==> src/rtl/halt_pkg.sv <==
package halt_pkg;
  typedef enum logic [1:0] {
    ST_RUN  = 2'd0,
    ST_HALT = 2'd1,
    ST_STAB = 2'd2
  } pwr_state_e;

  localparam logic [1:0] ILVL_HALT = 2'b10;
endpackage

==> src/rtl/halt_entry_dec.sv <==
module halt_entry_dec (
  input  logic halt_i,
  input  logic osc_irq_en_i,
  input  logic wdg_en_i,
  input  logic wdg_halt_opt_i,
  output logic enter_o,
  output logic wdg_trip_o
);
  logic strobe_ok;

  always_comb begin
    strobe_ok  = halt_i & ~osc_irq_en_i;
    wdg_trip_o = strobe_ok & wdg_en_i & wdg_halt_opt_i;
    enter_o    = strobe_ok & ~wdg_trip_o;
  end
endmodule

==> src/rtl/wake_detect.sv <==
module wake_detect #(
  parameter int N_IRQ = 8
) (
  input  logic [N_IRQ-1:0] irq_req_i,
  input  logic [N_IRQ-1:0] irq_wake_mask_i,
  input  logic             sys_rst_i,
  output logic             wake_o,
  output logic             src_irq_o
);
  logic irq_hit;

  always_comb begin
    irq_hit   = |(irq_req_i & irq_wake_mask_i);
    wake_o    = sys_rst_i | irq_hit;
    // reset wins over interrupts
    src_irq_o = irq_hit & ~sys_rst_i;
  end
endmodule

==> src/rtl/stab_counter.sv <==
module stab_counter #(
  parameter int SHORT_CYC = 256,
  parameter int LONG_CYC  = 4096,
  localparam int CNT_W    = $clog2(LONG_CYC)
) (
  input  logic clk_i,
  input  logic rst_ni,
  input  logic load_i,
  input  logic long_i,
  input  logic run_i,
  output logic done_o
);
  localparam logic [CNT_W-1:0] LD_SHORT = CNT_W'(SHORT_CYC - 1);
  localparam logic [CNT_W-1:0] LD_LONG  = CNT_W'(LONG_CYC - 1);

  logic [CNT_W-1:0] cnt_q;

  always_ff @(posedge clk_i or negedge rst_ni) begin
    if (!rst_ni) begin
      cnt_q <= '0;
    end else if (load_i) begin
      cnt_q <= long_i ? LD_LONG : LD_SHORT;
    end else if (run_i && cnt_q != '0) begin
      cnt_q <= cnt_q - 1'b1;
    end
  end

  assign done_o = (cnt_q == '0);

  p_cnt_range_r8: assert property (@(posedge clk_i) disable iff (!rst_ni)
    cnt_q <= LD_LONG);
  p_cnt_down_r8: assert property (@(posedge clk_i) disable iff (!rst_ni)
    (run_i && !load_i && cnt_q != '0) |=> (cnt_q == $past(cnt_q) - 1'b1));
endmodule

==> src/rtl/halt_power_ctrl.sv <==
module halt_power_ctrl
  import halt_pkg::*;
#(
  parameter int N_IRQ     = 8,
  parameter int SHORT_CYC = 256,
  parameter int LONG_CYC  = 4096
) (
  input  logic             clk_i,
  input  logic             rst_ni,
  input  logic             halt_i,
  input  logic             osc_irq_en_i,
  input  logic             wdg_en_i,
  input  logic             wdg_halt_opt_i,
  input  logic [N_IRQ-1:0] irq_req_i,
  input  logic [N_IRQ-1:0] irq_wake_mask_i,
  input  logic             sys_rst_i,
  input  logic             dly_sel_i,
  output logic             osc_en_o,
  output logic             cpu_clk_en_o,
  output logic             periph_clk_en_o,
  output logic             ilvl_we_o,
  output logic [1:0]       ilvl_o,
  output logic             wdg_rst_o,
  output logic             resume_o,
  output logic             resume_irq_o
);
  pwr_state_e state_q, state_d;
  logic enter, wdg_trip, wake, src_irq, done;
  logic sel_q, src_irq_q, ilvl_q, wdg_q, resume_q;
  logic load;

  halt_entry_dec u_entry (
    .halt_i        (halt_i),
    .osc_irq_en_i  (osc_irq_en_i),
    .wdg_en_i      (wdg_en_i),
    .wdg_halt_opt_i(wdg_halt_opt_i),
    .enter_o       (enter),
    .wdg_trip_o    (wdg_trip)
  );

  wake_detect #(.N_IRQ(N_IRQ)) u_wake (
    .irq_req_i      (irq_req_i),
    .irq_wake_mask_i(irq_wake_mask_i),
    .sys_rst_i      (sys_rst_i),
    .wake_o         (wake),
    .src_irq_o      (src_irq)
  );

  assign load = (state_q == ST_HALT) && wake;

  stab_counter #(.SHORT_CYC(SHORT_CYC), .LONG_CYC(LONG_CYC)) u_cnt (
    .clk_i (clk_i),
    .rst_ni(rst_ni),
    .load_i(load),
    .long_i(sel_q),
    .run_i (state_q == ST_STAB),
    .done_o(done)
  );

  always_comb begin
    state_d = state_q;
    unique case (state_q)
      ST_RUN:  if (enter) state_d = ST_HALT;
      ST_HALT: if (wake)  state_d = ST_STAB;
      ST_STAB: if (done)  state_d = ST_RUN;
      default: state_d = ST_RUN;
    endcase
  end

  always_ff @(posedge clk_i or negedge rst_ni) begin
    if (!rst_ni) begin
      state_q   <= ST_RUN;
      sel_q     <= 1'b0;
      src_irq_q <= 1'b0;
      ilvl_q    <= 1'b0;
      wdg_q     <= 1'b0;
      resume_q  <= 1'b0;
    end else begin
      state_q  <= state_d;
      ilvl_q   <= (state_q == ST_RUN) && enter;
      wdg_q    <= (state_q == ST_RUN) && wdg_trip;
      resume_q <= (state_q == ST_STAB) && done;
      if ((state_q == ST_RUN) && enter) sel_q <= dly_sel_i;
      if (load) src_irq_q <= src_irq;
    end
  end

  assign osc_en_o        = (state_q != ST_HALT);
  assign cpu_clk_en_o    = (state_q == ST_RUN);
  assign periph_clk_en_o = (state_q == ST_RUN);
  assign ilvl_we_o       = ilvl_q;
  assign ilvl_o          = ilvl_q ? ILVL_HALT : 2'b00;
  assign wdg_rst_o       = wdg_q;
  assign resume_o        = resume_q;
  assign resume_irq_o    = resume_q & src_irq_q;

  p_ignore_r2: assert property (@(posedge clk_i) disable iff (!rst_ni)
    (state_q == ST_RUN && halt_i && osc_irq_en_i) |=> (cpu_clk_en_o && !wdg_rst_o));
  p_halt_off_r3: assert property (@(posedge clk_i) disable iff (!rst_ni)
    (state_q == ST_RUN && enter) |=> (!osc_en_o && !cpu_clk_en_o && !periph_clk_en_o));
  p_ilvl_force_r4: assert property (@(posedge clk_i) disable iff (!rst_ni)
    ilvl_we_o |-> (ilvl_o == 2'b10 && !osc_en_o));
  p_wdg_pulse_r5: assert property (@(posedge clk_i) disable iff (!rst_ni)
    wdg_rst_o |=> !wdg_rst_o);
  p_wdg_run_r5: assert property (@(posedge clk_i) disable iff (!rst_ni)
    wdg_rst_o |-> cpu_clk_en_o);
  p_stab_gate_r8: assert property (@(posedge clk_i) disable iff (!rst_ni)
    (osc_en_o && !cpu_clk_en_o) |-> !periph_clk_en_o);
  p_resume_pulse_r9: assert property (@(posedge clk_i) disable iff (!rst_ni)
    resume_o |=> !resume_o);
  p_resume_src_r9: assert property (@(posedge clk_i) disable iff (!rst_ni)
    resume_irq_o |-> (resume_o && cpu_clk_en_o));
  p_rst_prio_r10: assert property (@(posedge clk_i) disable iff (!rst_ni)
    (state_q == ST_HALT && sys_rst_i) |=> (state_q == ST_STAB && !src_irq_q));
endmodule

==> config.mk <==
export PLATFORM = sky130hd
export DESIGN_NAME = halt_power_ctrl
export DESIGN_NICKNAME = d
export VERILOG_FILES = /design/src/rtl/halt_pkg.sv /design/src/rtl/halt_entry_dec.sv /design/src/rtl/wake_detect.sv /design/src/rtl/stab_counter.sv /design/src/rtl/halt_power_ctrl.sv
export SDC_FILE = /design/constraint.sdc
export NUM_CORES = 1
export LEC_CHECK = 0
export CAP_MARGIN = 10
export CORE_ASPECT_RATIO = 0.6
export CORE_MARGIN = 3
export CORE_UTILIZATION = 35
export DETAILED_ROUTE_END_ITERATION = 10
export GPL_ROUTABILITY_DRIVEN = 0
export SYNTH_ARGS = -nofsm -noshare
export SYNTH_HDL_FRONTEND = slang
export SYNTH_SLANG_ARGS = --single-unit
==> constraint.sdc <==
create_clock -name clk_i -period 4.75 [get_ports clk_i]
set_clock_uncertainty 0.15 [all_clocks]
set_input_delay 0.7125 -clock clk_i [delete_from_list [all_inputs] [get_ports clk_i]]
set_output_delay 0.7125 -clock clk_i [all_outputs]
set_load 0.05 [all_outputs]
# --- Word level (Yosys, flattened, before mapping) ---
# Cells that the tools add are included.
# Widths: inputs -> output; s select.
op_classes:
  n_addsub: 1
  n_eq_ne: 6
  n_mux: 8
  bitwise: 11
  reduce_logical: 11
op_table:
  columns: ["operator", "count"]
  rows:
  - ["$mux 12", 3]
  - ["$logic_not 12->1", 1]
  - ["$reduce_bool 12->1", 1]
  - ["$sub 12x1->12 const B", 1]
  - ["$and 8x8->8", 1]
  - ["$mux 2", 4]
  - ["$reduce_or 8->1", 1]
  - ["$and 1x1->1", 6]
  - ["$pmux 2 s3", 1]
  - ["$logic_and 1x1->1", 5]
  - ["$ne 2x1->1 const B", 2]
  - ["$ne 2x2->1 const B", 2]
  - ["$not 1->1", 3]
  - ["$reduce_and 3->1", 1]
  - ["$eq 2x1->1 const B", 1]
  - ["$eq 2x2->1 const B", 1]
  - ["$logic_not 2->1", 1]
  - ["$reduce_bool 2->1", 1]
  - ["$or 1x1->1", 1]
totals:
  register_bits: 19
  input_bits: 24
  out_inout_bits: 9
  wordCells: 44

# --- Logic depth before layout (Yosys ltp) ---
# Gate-level depths: netlist of the first run.
depth:
  depth_word: 8
  mapped_depth: 7
  depth_no_buf: 6

# --- Modules after synthesis ---
# A second synthesis of the first run with hierarchy kept.
hier_totals:
  hier_cells: 106
  hier_area_um2: 1092.3
by_module_without_submodules:
  columns: ["module", "n_inst", "cells_each", "area_each_um2", "seq_area_each_um2"]
  rows:
  - ["stab_counter", 1, 70, 689.4, 300.3]
  - ["halt_power_ctrl", 1, 26, 310.3, 175.2]
  - ["wake_detect", 1, 6, 60.1, 0.0]
  - ["halt_entry_dec", 1, 4, 32.5, 0.0]

# --- Worst setup path after synthesis of the first run ---
# No wires, ideal clock.
synth_path:
  kind: "reg2out"
  start: "register state_q[0]"
  end: "output port periph_clk_en_o"
  arrival_time_ns: 1.481
  required_time_ns: 3.888
  slack_ns: 2.406
  stages_incl_launch_ff: 3
  n_path_buf: 1
  path_cell_list: "dfrtp_1 nor2_1 buf_4"
synth_via:
  elab_chain_len: 1
synth_lines:
  columns: ["item", "line", "rtl"]
  rows:
  - ["start: declaration", "halt_power_ctrl.sv:27", "pwr_state_e state_q, state_d;"]
  - ["start signal: assignment", "halt_power_ctrl.sv:79", "state_q <= state_d;"]
  - ["$logic_not 2->1", null, null]
  - ["end: declaration", "halt_power_ctrl.sv:20", "output logic periph_clk_en_o,"]
# No other way between the ends.

# --- Final worst setup path of the first run ---
layout_path:
  start: "input port irq_req_i[6]"
  end: "register u_cnt.cnt_q[8]"
layout_via:
  elab_chain_len: 5
  word_cells_on_any_way: 6
layout_lines:
  columns: ["item", "line", "rtl"]
  rows:
  - ["start: declaration", "halt_power_ctrl.sv:14", "input logic [N_IRQ-1:0] irq_req_i,"]
  - ["$and 8x8->8 (*)", "wake_detect.sv:13", "irq_hit = |(irq_req_i & irq_wake_mask_i);"]
  - ["$reduce_or 8->1 (*)", "wake_detect.sv:13", null]
  - ["$or 1x1->1 (*)", "wake_detect.sv:14", "wake_o = sys_rst_i | irq_hit;"]
  - ["$logic_and 1x1->1 (*)", "halt_power_ctrl.sv:49", "assign load = (state_q == ST_HALT) && wake;"]
  - ["$mux 12 or $reduce_bool 2->1 (tied branches)", null, null]
  - ["end signal: assignment", "stab_counter.sv:22", "cnt_q <= long_i ? LD_LONG : LD_SHORT;"]
  - ["end signal: assignment", "stab_counter.sv:24", "cnt_q <= cnt_q - 1'b1;"]
  - ["end: declaration", "stab_counter.sv:16", "logic [CNT_W-1:0] cnt_q;"]
# Every way passes the cells marked *; elsewhere a longest branch is shown, timed or not.
# A chain may end at the register's enable or synchronous reset.

==> results.md, run 1 <==
* Combined buffer and inverter count along the critical path at 1
* Main combinational cell family by area after synthesis: simple AND/OR/NAND/NOR gates
* Combinational cell fraction of total power at 43.8%
* Synthesized area per cell at 10.2 um^2
* Data required time of the critical path at 4.74 ns
* Worst hold-check path type: reg -> reg
* Number of core rows at 14
* Synthesis warning total at 0
* Area taken by multi-input logic gates at 552 um^2
* Antenna violations before repair at 0
* Drt total wl at 2.63 mm
* First DRT Iteration DRCs at 60
* Power after layout at around 730 uW
* Number of setup violations in the final report at 0
* Critical Path End Type: register
* Most instantiated library cell after synthesis: dfrtp_1
* Residual DRC at 0
* Flip-flop and latch area at 475 um^2
* Post-Syn Nets at 131
* Max Root-Sink Buffers at 2
* Effective utilization at floorplan at 39.7%
* Net Switching at just over 300 uW
* Area growth from synthesis to final layout at 35.0%
* Slew at the pin closest to its max-slew limit at 1.02 ns
* CP cell instances: clkdlybuf4s50_1, a22oi_1, nand4_1, o21ai_1, mux2_2
* Worst Hold Slack at between 0.3 and 0.4 ns
* Hold buffer count at cts at 0
* Number of cells produced by synthesis at 105
* Num Clock Sinks at 19
* Total standard cell area after synthesis at 0.00107 mm^2
* Post-detailed-route count of antenna-violating nets at 0
* Fraction of layout instances using a drive strength above 1 at under 10%
* Detail Placement HPWL at 2.06 mm
* Port Buf Inserts at 31
* Die X-Extent at 77.4 um
* Time the worst path needs with I/O delays and setup at 2.79 ns
* Yosys top cell by area: dfrtp_1
* Final count of pins violating max slew at 0
* Count of state elements after synthesis at 19
* Post-synthesis adder-cell area fraction at 2.34%
* Fill cell total of the finished layout at 248
* Share of synthesized flip-flops with an asynchronous set or reset at 100%
* Clock-pin slew reported for the worst setup and hold paths after clock tree synthesis at 0.07 ns
* List of most frequent post-synthesis cells: dfrtp_1 (19), nand3_1 (8), nor2_1 (8)
* Reg power frac at 40.8%
* Number of flops mapped to enable cells by yosys at 0
* Maximum number of pins on one net before global-route repair at 20
* Fraction of synthesized area in multiplexers at just under 10%
* Status: completed
* Total Nets Final at 162
* Worst vdd ir at 333 uV
* Highest clock rate at 359 MHz
* Via count of the routed design at 905
* WP data arrival at 2.78 ns
* Number of levels the H-tree was split into at 1
* Worst Setup Start Kind: primary input
* Top cell family by delay on the critical path: compound AO/OA/AOI/OAI gates
* Number of iterations in the first detailed-routing pass at 4
* Routed via count divided by cell count at approximately 5.2
* Top cells by area, synth: dfrtp_1 (44%), mux2_1 (4.2%), mux2_2 (4.2%)
* Count of pins on the block boundary at 33
* Areal power density over the cells at 508 mW/mm^2
* Routed length per placed instance at between 15 and 20 um
* Global router's overall resource usage at 15.1%
* Total core area at 0.00270 mm^2
* Global-route wire length before repair at 4.41 mm
* Static power due to leakage at 0.585 nW
* Internal power consumption at approximately 430 uW
* Crit Path Class: in -> reg
* Number of different library cells in the post-synthesis netlist at 35
* Die Outline Area at 0.00378 mm^2
* Height of the die at 48.8 um
* Placed cell count at 171
* Maximum fanout along the worst path at 13
* Share of the yosys chip area belonging to registers at 44.4%
* Number of setup buffers added after CTS at 0
* Inserted Diodes at 0
* Via count of the first global-routing pass at approximately 920
* Delay of the slowest critical-path stage at about 0.83 ns
* Post-synthesis compound-gate area fraction at 10.4%
* Clock network latency to the later pin of the worst-skew pair at 0.26 ns
* Slowest cell on the critical path: o21ai_1
* TritonCTS clock tree: done
* Total CTS buffers at 3
* Most frequently used flop master after synthesis: dfrtp_1
* Ratio of final minimum period to clock period at 58.6%
* Root buf cell: clkbuf_8
* Switching part of the total at 42.0%
* Post-synth top area share at about 44%
* Final Hold Violating Endpoints at 0
* RSZ-0062 raised after global routing: no
* GR Overflow Total at 0
* Number of non-filler instances in the completed layout at 175
* Power share of the clock group at between 10% and 20%
* Number of instances resized during post-cts repair at 0
* Setup TNS at 0 ns
* Synthesized-area fraction occupied by xor and xnor cells at less than 1%
* Post-synthesis share of cell area spent on and, or, nand and nor gates at 27.8%
* # Max-Cap Violations at 0
* Worst slew slack as a fraction of its limit at 31.5%
registers in the layout (all words and copies together), names as in the netlist:
name and count:
src_irq_q 1, resume_o 1, ilvl_we_o 1, wdg_rst_o 1
u_cnt.cnt_q 12, sel_q 1, state_q 2
tightest hold or removal path: stages (launching register included):
cell,delay (ns)
dfrtp_1,0.34
a21oi_1,0.04
a21oi_1,0.10
layout by cell type (no fill, tap or decap), types with 2 or more instances in the layout:
cell,count
or3_1,4
nor2b_1,2
a21oi_1,6
nand2_1,7
o21ai_0,4
clkbuf_8,3
clkdlybuf4s50_1,31
nor2_1,8
a22oi_1,4
ha_1,2
and4_1,2
dfrtp_1,19
nand4_1,3
inv_1,3
nand3_1,8
nand3b_1,3
mux2_1,4
mux2_2,4
nand4b_1,2
metrics by stage:
step / area [um^2] / setup WS (ns) / utilization [%]
6_report: 1440 / 1.96 / 53.5
5_1_grt: 1440 / 1.89 / 53.5
4_1_cts: 1440 / 2.02 / 53.5
3_5_place_dp: 1400 / 1.74 / 51.9
3_3_place_gp: 1400 / 1.75 / 51.9
2_1_floorplan: 1070 / 2.41 / -
logic make-up after synthesis:
logic type | count (synthesis)
and+or+nand+nor | 47
DFF | 19
AOI/OAI and AO/OA | 18
muxes | 9
buffers and inverters | 8
adders and majority gates | 2
other | 1
xor gates and xnor gates | 1
layer usage:
layer  vias to the layer above  track usage (%)  share of wire (%)
li1                        445                -                  -
met5                         -                0                  0
met4                         0             5.03               0.84
met3                         2             4.80                6.6
met1                       432             22.1                 48
met2                        26             20.9                 44
path summary, 6_finish.rpt:
path                       depth (start not counted)             end  slack [ns]      startpoint
hold / removal                                     2       src_irq_q        0.37       src_irq_q
max in group asynchronous                          1  u_cnt.cnt_q[0]        3.10          rst_ni
hold reg to reg                                    2       src_irq_q        0.37       src_irq_q
min in group asynchronous                          1  u_cnt.cnt_q[4]        0.80          rst_ni
setup reg to reg                                   6  u_cnt.cnt_q[3]        2.65  u_cnt.cnt_q[0]
setup / recovery                                   5  u_cnt.cnt_q[8]        1.96    irq_req_i[6]
cell type report:
class                      instances  area share [%]
sequential                        19            32.9
tap                               40            3.47
clock buffer                       4            3.12
timing repair buffer              31            21.5
multi-input combinational         78            38.2
inverter                           3           0.780
power by group through the flow:
| stage | registers (mW) | clock network (mW) | logic, mW |
|---|---|---|---|
| 6_report | 0.299 | 0.113 | 0.322 |
| 5_1_grt | 0.311 | 0.125 | 0.351 |
| 4_1_cts | 0.298 | 0.118 | 0.321 |
| 3_5_place_dp | 0.301 | 0 | 0.319 |
| 3_3_place_gp | 0.298 | 0 | 0.312 |
| 2_1_floorplan | 0.287 | 0 | 0.234 |
(Power assumes the default switching activity.)
==> inputs of run 2 (changes only) <==
PLACE_DENSITY = 0.65   (was default)
clock period = 2.3 ns   (was 4.75 ns; I/O delays follow)
==> run 2 against run 1 <==
Power is 110% higher. Combinational power is 110% higher. Critical path type is now reg -> out. First-iteration DRC count is 67% higher. Final cell count is 1.7% higher. Sequential share of layout area is 0.64 points lower. Utilization is 1.1 points higher. Clock power is 110% higher. Flip-flop and latch count stayed put. Wire length is 1.4% lower.
==> results.md, run 2 (synthesis gave the netlist of run 1 again) <==
* Status: completed
* Worst vdd ir at about 670 uV
* GR Overflow Total at 0
* Flip-flop and latch area at roughly 480 um^2
* Residual DRC at 0
* Number of setup violations in the final report at 0
* Worst slew slack as a fraction of its limit at 65.7%
* Final Hold Violating Endpoints at 0
* Via count of the first global-routing pass at 920
* Die X-Extent at 77.4 um
* Antenna violations before repair at 0
* Data required time of the critical path at about 1.8 ns
* Ratio of final minimum period to clock period at a little under 90%
* Number of setup buffers added after CTS at 0
* Slew at the pin closest to its max-slew limit at 0.512 ns
* Effective utilization at floorplan at 39.7%
* Number of core rows at 14
* Routed via count divided by cell count at 5.17
* Number of iterations in the first detailed-routing pass at 4
* Max Root-Sink Buffers at 2
* Clock-pin slew reported for the worst setup and hold paths after clock tree synthesis at 0.07 ns
* Crit Path Class: reg -> out
* Worst Setup Start Kind: register
* Share of the core filled with cells in the final layout at a little over half
* Maximum number of pins on one net before global-route repair at 20
* Inserted Diodes at 0
* Largest register FFs at 12
* Setup TNS at 0 ns
* Total CTS buffers at 3
* Clock network latency to the later pin of the worst-skew pair at 0.26 ns
* Total Nets Final at 165
* Combined buffer and inverter count along the critical path at 1
* First DRT Iteration DRCs at 100
* Die Outline Area at 0.00378 mm^2
* Critical Path End Type: output port
* Global-route wire length before repair at between 4 and 5 mm
* Maximum fanout along the worst path at 2
* Routed length per placed instance at 14.6 um
* Hold buffer count at cts at 0
* # Max-Cap Violations at 0
* Leading cell type in the layout, fill and taps excluded: clkdlybuf4s50_1
* Port Buf Inserts at 31
* Final count of pins violating max slew at 0
* TritonCTS clock tree: done
* Highest clock rate at 490 MHz
* Post-detailed-route count of antenna-violating nets at 0
* CP cell instances: and2_1, clkdlybuf4s50_1
* Number of instances resized during post-cts repair at 0
* Worst hold-check path type: in -> async
* RSZ-0062 raised after global routing: no
* Drt total wl at 2.59 mm
* Height of the die at 48.8 um
* Global router's overall resource usage at 15.7%
* Num Clock Sinks at 19
* Static power due to leakage at 0.610 nW
* Slowest cell on the critical path: clkdlybuf4s50_1
* Fill cell total of the finished layout at 245
* Area growth from synthesis to final layout at 37.7%
* Top cell family by delay on the critical path: buffers and inverters
* Root buf cell: clkbuf_8
* WP data arrival at 1.54 ns
* Count of pins on the block boundary at 33
* Fraction of layout instances using a drive strength above 1 at 13.8%
* Most frequent cells in the layout: clkdlybuf4s50_1 (28), dfrtp_1 (19), nor2_1 (8), nand3_1 (8), nand2_1 (7)
* Via count of the routed design at 920
* Time the worst path needs with I/O delays and setup at just over 2 ns
* Areal power density over the cells at 1040 mW/mm^2
* Detail Placement HPWL at approximately 2.0 mm
* Total core area at 0.00270 mm^2
* Number of levels the H-tree was split into at 1
* Register with the most flip-flops: u_cnt.cnt_q
* Area taken by multi-input logic gates at 552 um^2
* Leading registers by flop count: u_cnt.cnt_q x12, state_q x2
* Delay of the slowest critical-path stage at 0.80 ns
==> run 2: worst paths after layout <==
check	to	slack [ns]	depth (start not counted)	from
setup reg to reg	u_cnt.cnt_q[9]	0.28	6	u_cnt.cnt_q[0]
max in group asynchronous	resume_o	1.52	2	rst_ni
hold / removal	u_cnt.cnt_q[9]	0.27	2	rst_ni
min in group clk_i	src_irq_q	0.39	2	src_irq_q
setup / recovery	resume_irq_o	0.26	2	src_irq_q
hold reg to reg	src_irq_q	0.39	2	src_irq_q
==> run 2: cell type report <==
| type | count | area share, % |
|---|---|---|
| multi-input combinational | 78 | 37.5 |
| clock inverter | 1 | 0.340 |
| inverter | 3 | 0.765 |
| sequential | 19 | 32.3 |
| tap | 40 | 3.40 |
| clock buffer | 3 | 2.80 |
| timing repair buffer | 34 | 22.9 |
==> run 2: per-layer routing <==
layer	share of wire, %	GRT usage (%)	vias up
met3	5.7	6.27	4
li1	-	-	446
met2	42	20.1	21
met4	1.5	5.92	0
met5	0	0	-
met1	51	23.1	449
==> run 2: per-stage QoR <==
step                setup slack, ns  instances  total power [mW]  cell area, um^2  hold WS (ns)
floorplan                     0.155        105              1.08             1070        -0.101
global placement              0.167        174              1.27             1430         0.407
detailed placement            0.159        174              1.29             1430         0.373
CTS                           0.244        178              1.54             1470         0.274
global route                  0.131        178              1.65             1470         0.292
finish                        0.261        178              1.53             1470         0.268
==> run 2: report_power, final <==
| part | internal (mW) | switching, mW |
|---|---|---|
| Clock | 0.121 | 0.118 |
| Sequential | 0.461 | 0.158 |
| Combinational | 0.300 | 0.370 |
==> inputs of run 3 (changes only) <==
==> constraint.sdc (replaced) <==
create_clock -name clk_i -period 2.3 [get_ports clk_i]
set_clock_uncertainty 0.15 [all_clocks]
set_input_delay 0.46 -clock clk_i [delete_from_list [all_inputs] [get_ports clk_i]]
set_output_delay 0.46 -clock clk_i [all_outputs]
set_load 0.05 [all_outputs]
==> run 3 against run 2 <==
Critical path depth is 1 lower. Maximum frequency is 0.35% higher. Worst setup slack better by 0.0071 ns. Die area stayed put. Flip-flop and latch count stayed put. Sequential power hardly changed. Combinational power is 0.6% lower. Critical endpoint is now resume_o. Largest cell class unchanged.
==> results.md, run 3 (synthesis gave the netlist of run 1 again) <==
* Total CTS buffers at 3
* Hold buffer count at cts at 0
* Time the worst path needs with I/O delays and setup at 2.03 ns
* Leading registers by flop count: u_cnt.cnt_q x12, state_q x2
* Status: completed
* Number of setup violations in the final report at 0
* Clock network latency to the later pin of the worst-skew pair at 0.26 ns
* Worst slack after detailed placement at 0.0669 ns
* Area growth from synthesis to final layout at 36.1%
* Detail Placement HPWL at 2.03 mm
* Number of iterations in the first detailed-routing pass at 4
* Die X-Extent at 77.4 um
* Areal power density over the cells at 1050 mW/mm^2
* Via count of the first global-routing pass at 883
* First DRT Iteration DRCs at 89
* Die Outline Area at 0.00378 mm^2
* Slowest cell on the critical path: clkdlybuf4s50_1
* Final Hold Violating Endpoints at 0
* Ratio of final minimum period to clock period at roughly nine tenths
* Inserted Diodes at 0
* Crit Path Class: reg -> out
* Max Root-Sink Buffers at 2
* Number of levels the H-tree was split into at 1
* Largest register FFs at 12
* Delay of the slowest critical-path stage at about 0.8 ns
* Num Clock Sinks at 19
* Data required time of the critical path at 1.69 ns
* Number of core rows at 14
* Slew at the pin closest to its max-slew limit at 0.512 ns
* Total Nets Final at 165
* RSZ-0062 raised after global routing: no
* Final count of pins violating max slew at 0
* Power share of the clock group at 15.5%
* Drt total wl at between 2 and 3 mm
* Effective utilization at floorplan at 39.7%
* Number of setup buffers added after CTS at 0
* Met3 wirelength from detailed routing at between 150 and 200 um
* Net Switching at 644 uW
* Fraction of layout instances using a drive strength above 1 at between 10 and 15%
* Worst setup margin at between 0.2 and 0.3 ns
* Number of cell instances on the worst register-to-register path at 6
* Reg-to-reg endpoint: u_cnt.cnt_q[8]
* Root buf cell: clkbuf_8
* GR Overflow Total at 0
* Count of pins on the block boundary at 33
* Met2 wire length at 1.09 mm
* Top Layer Used: met4
* Maximum fanout along the worst path at 2
* Number of instances resized during post-cts repair at 0
* Routed via count divided by cell count at 5.17
* Routed length per placed instance at 14.6 um
* Via count of the routed design at 921
* Launch instance of the worst register-to-register path: u_cnt.cnt_q[0]
* Residual DRC at 0
* Total core area at 0.00270 mm^2
* Post-detailed-route count of antenna-violating nets at 0
* CP cell instances: clkdlybuf4s50_1
* Global router's overall resource usage at 14.9%
* TritonCTS clock tree: done
* Highest clock rate at ~500 MHz
* Register with the most flip-flops: u_cnt.cnt_q
* Static power due to leakage at 0.603 nW
* Worst Setup Start Kind: register
* Maximum number of pins on one net before global-route repair at 20
* Height of the die at 48.8 um
* Global-route wire length before repair at 4.28 mm
* Leading cell type in the layout, fill and taps excluded: clkdlybuf4s50_1
* Combinational cell fraction of total power at 43.7%
* Top cell family by delay on the critical path: buffers and inverters
* Critical Path End Type: output port
* Worst vdd ir at 531 uV
* Setup TNS at 0 ns
* Most frequent cells in the layout: clkdlybuf4s50_1 (27), dfrtp_1 (19), nor2_1 (8), nand3_1 (8)
* Worst slew slack as a fraction of its limit at 65.8%
* Switching part of the total at 42.2%
* Worst-case register-to-register setup slack at 0.32 ns
* Worst hold-check path type: in -> async
* # Max-Cap Violations at 0
* Internal power consumption at roughly 880 uW
* Antenna violations before repair at 0
* Length of routed wiring on met1 at 1.30 mm
* Clock-pin slew reported for the worst setup and hold paths after clock tree synthesis at 0.07 ns
* WP data arrival at 1.42 ns
* Reg power frac at between 40% and 50%
* Combined buffer and inverter count along the critical path at 1
* Port Buf Inserts at 31
[run 3: stage by stage]
| step | std cells | area (um^2) | hold slack (ns) | total power [mW] | util [%] |
|---|---|---|---|---|---|
| 2_1_floorplan | 105 | 1070 | 0.0144 | 1.08 | - |
| 3_3_place_gp | 174 | 1410 | 0.406 | 1.27 | 52.3 |
| 3_5_place_dp | 174 | 1410 | 0.393 | 1.28 | 52.3 |
| 4_1_cts | 178 | 1460 | 0.394 | 1.53 | 54.0 |
| 5_1_grt | 178 | 1460 | 0.408 | 1.63 | 54.0 |
| 6_report | 178 | 1460 | 0.388 | 1.52 | 54.0 |
[run 3: power groups by stage]
stage          registers [mW]  clock network [mW]  logic, mW
4_1_cts                 0.618               0.245      0.665
2_1_floorplan           0.594                   0      0.482
5_1_grt                 0.644               0.256      0.728
6_report                0.622               0.237      0.666
3_5_place_dp            0.621                   0      0.662
3_3_place_gp            0.613                   0      0.653
[run 3: worst max path at each step]
stage,depth (start not counted),end,slack [ns],from
floorplan,4,sel_q,0.16,state_q[0]
global placement,6,u_cnt.cnt_q[11],0.11,irq_req_i[6]
detailed placement,6,u_cnt.cnt_q[8],0.07,irq_req_i[0]
CTS,1,resume_o,0.25,resume_o
global route,6,u_cnt.cnt_q[8],0.16,u_cnt.cnt_q[0]
finish,1,resume_o,0.27,resume_o
[run 3: final cells by class]
type | count | area [um^2]
fill | 246 | 1240
multi-input combinational | 78 | 552
sequential | 19 | 475
timing repair buffer | 34 | 323
tap | 40 | 50.0
clock buffer | 4 | 45.0
inverter | 3 | 11.3
[run 3: metal layers]
layer,vias to the layer above,global-route usage (%)
met5,-,0
met1,434,22.7
li1,451,-
met4,0,5.33
met2,32,19.6
met3,4,4.43
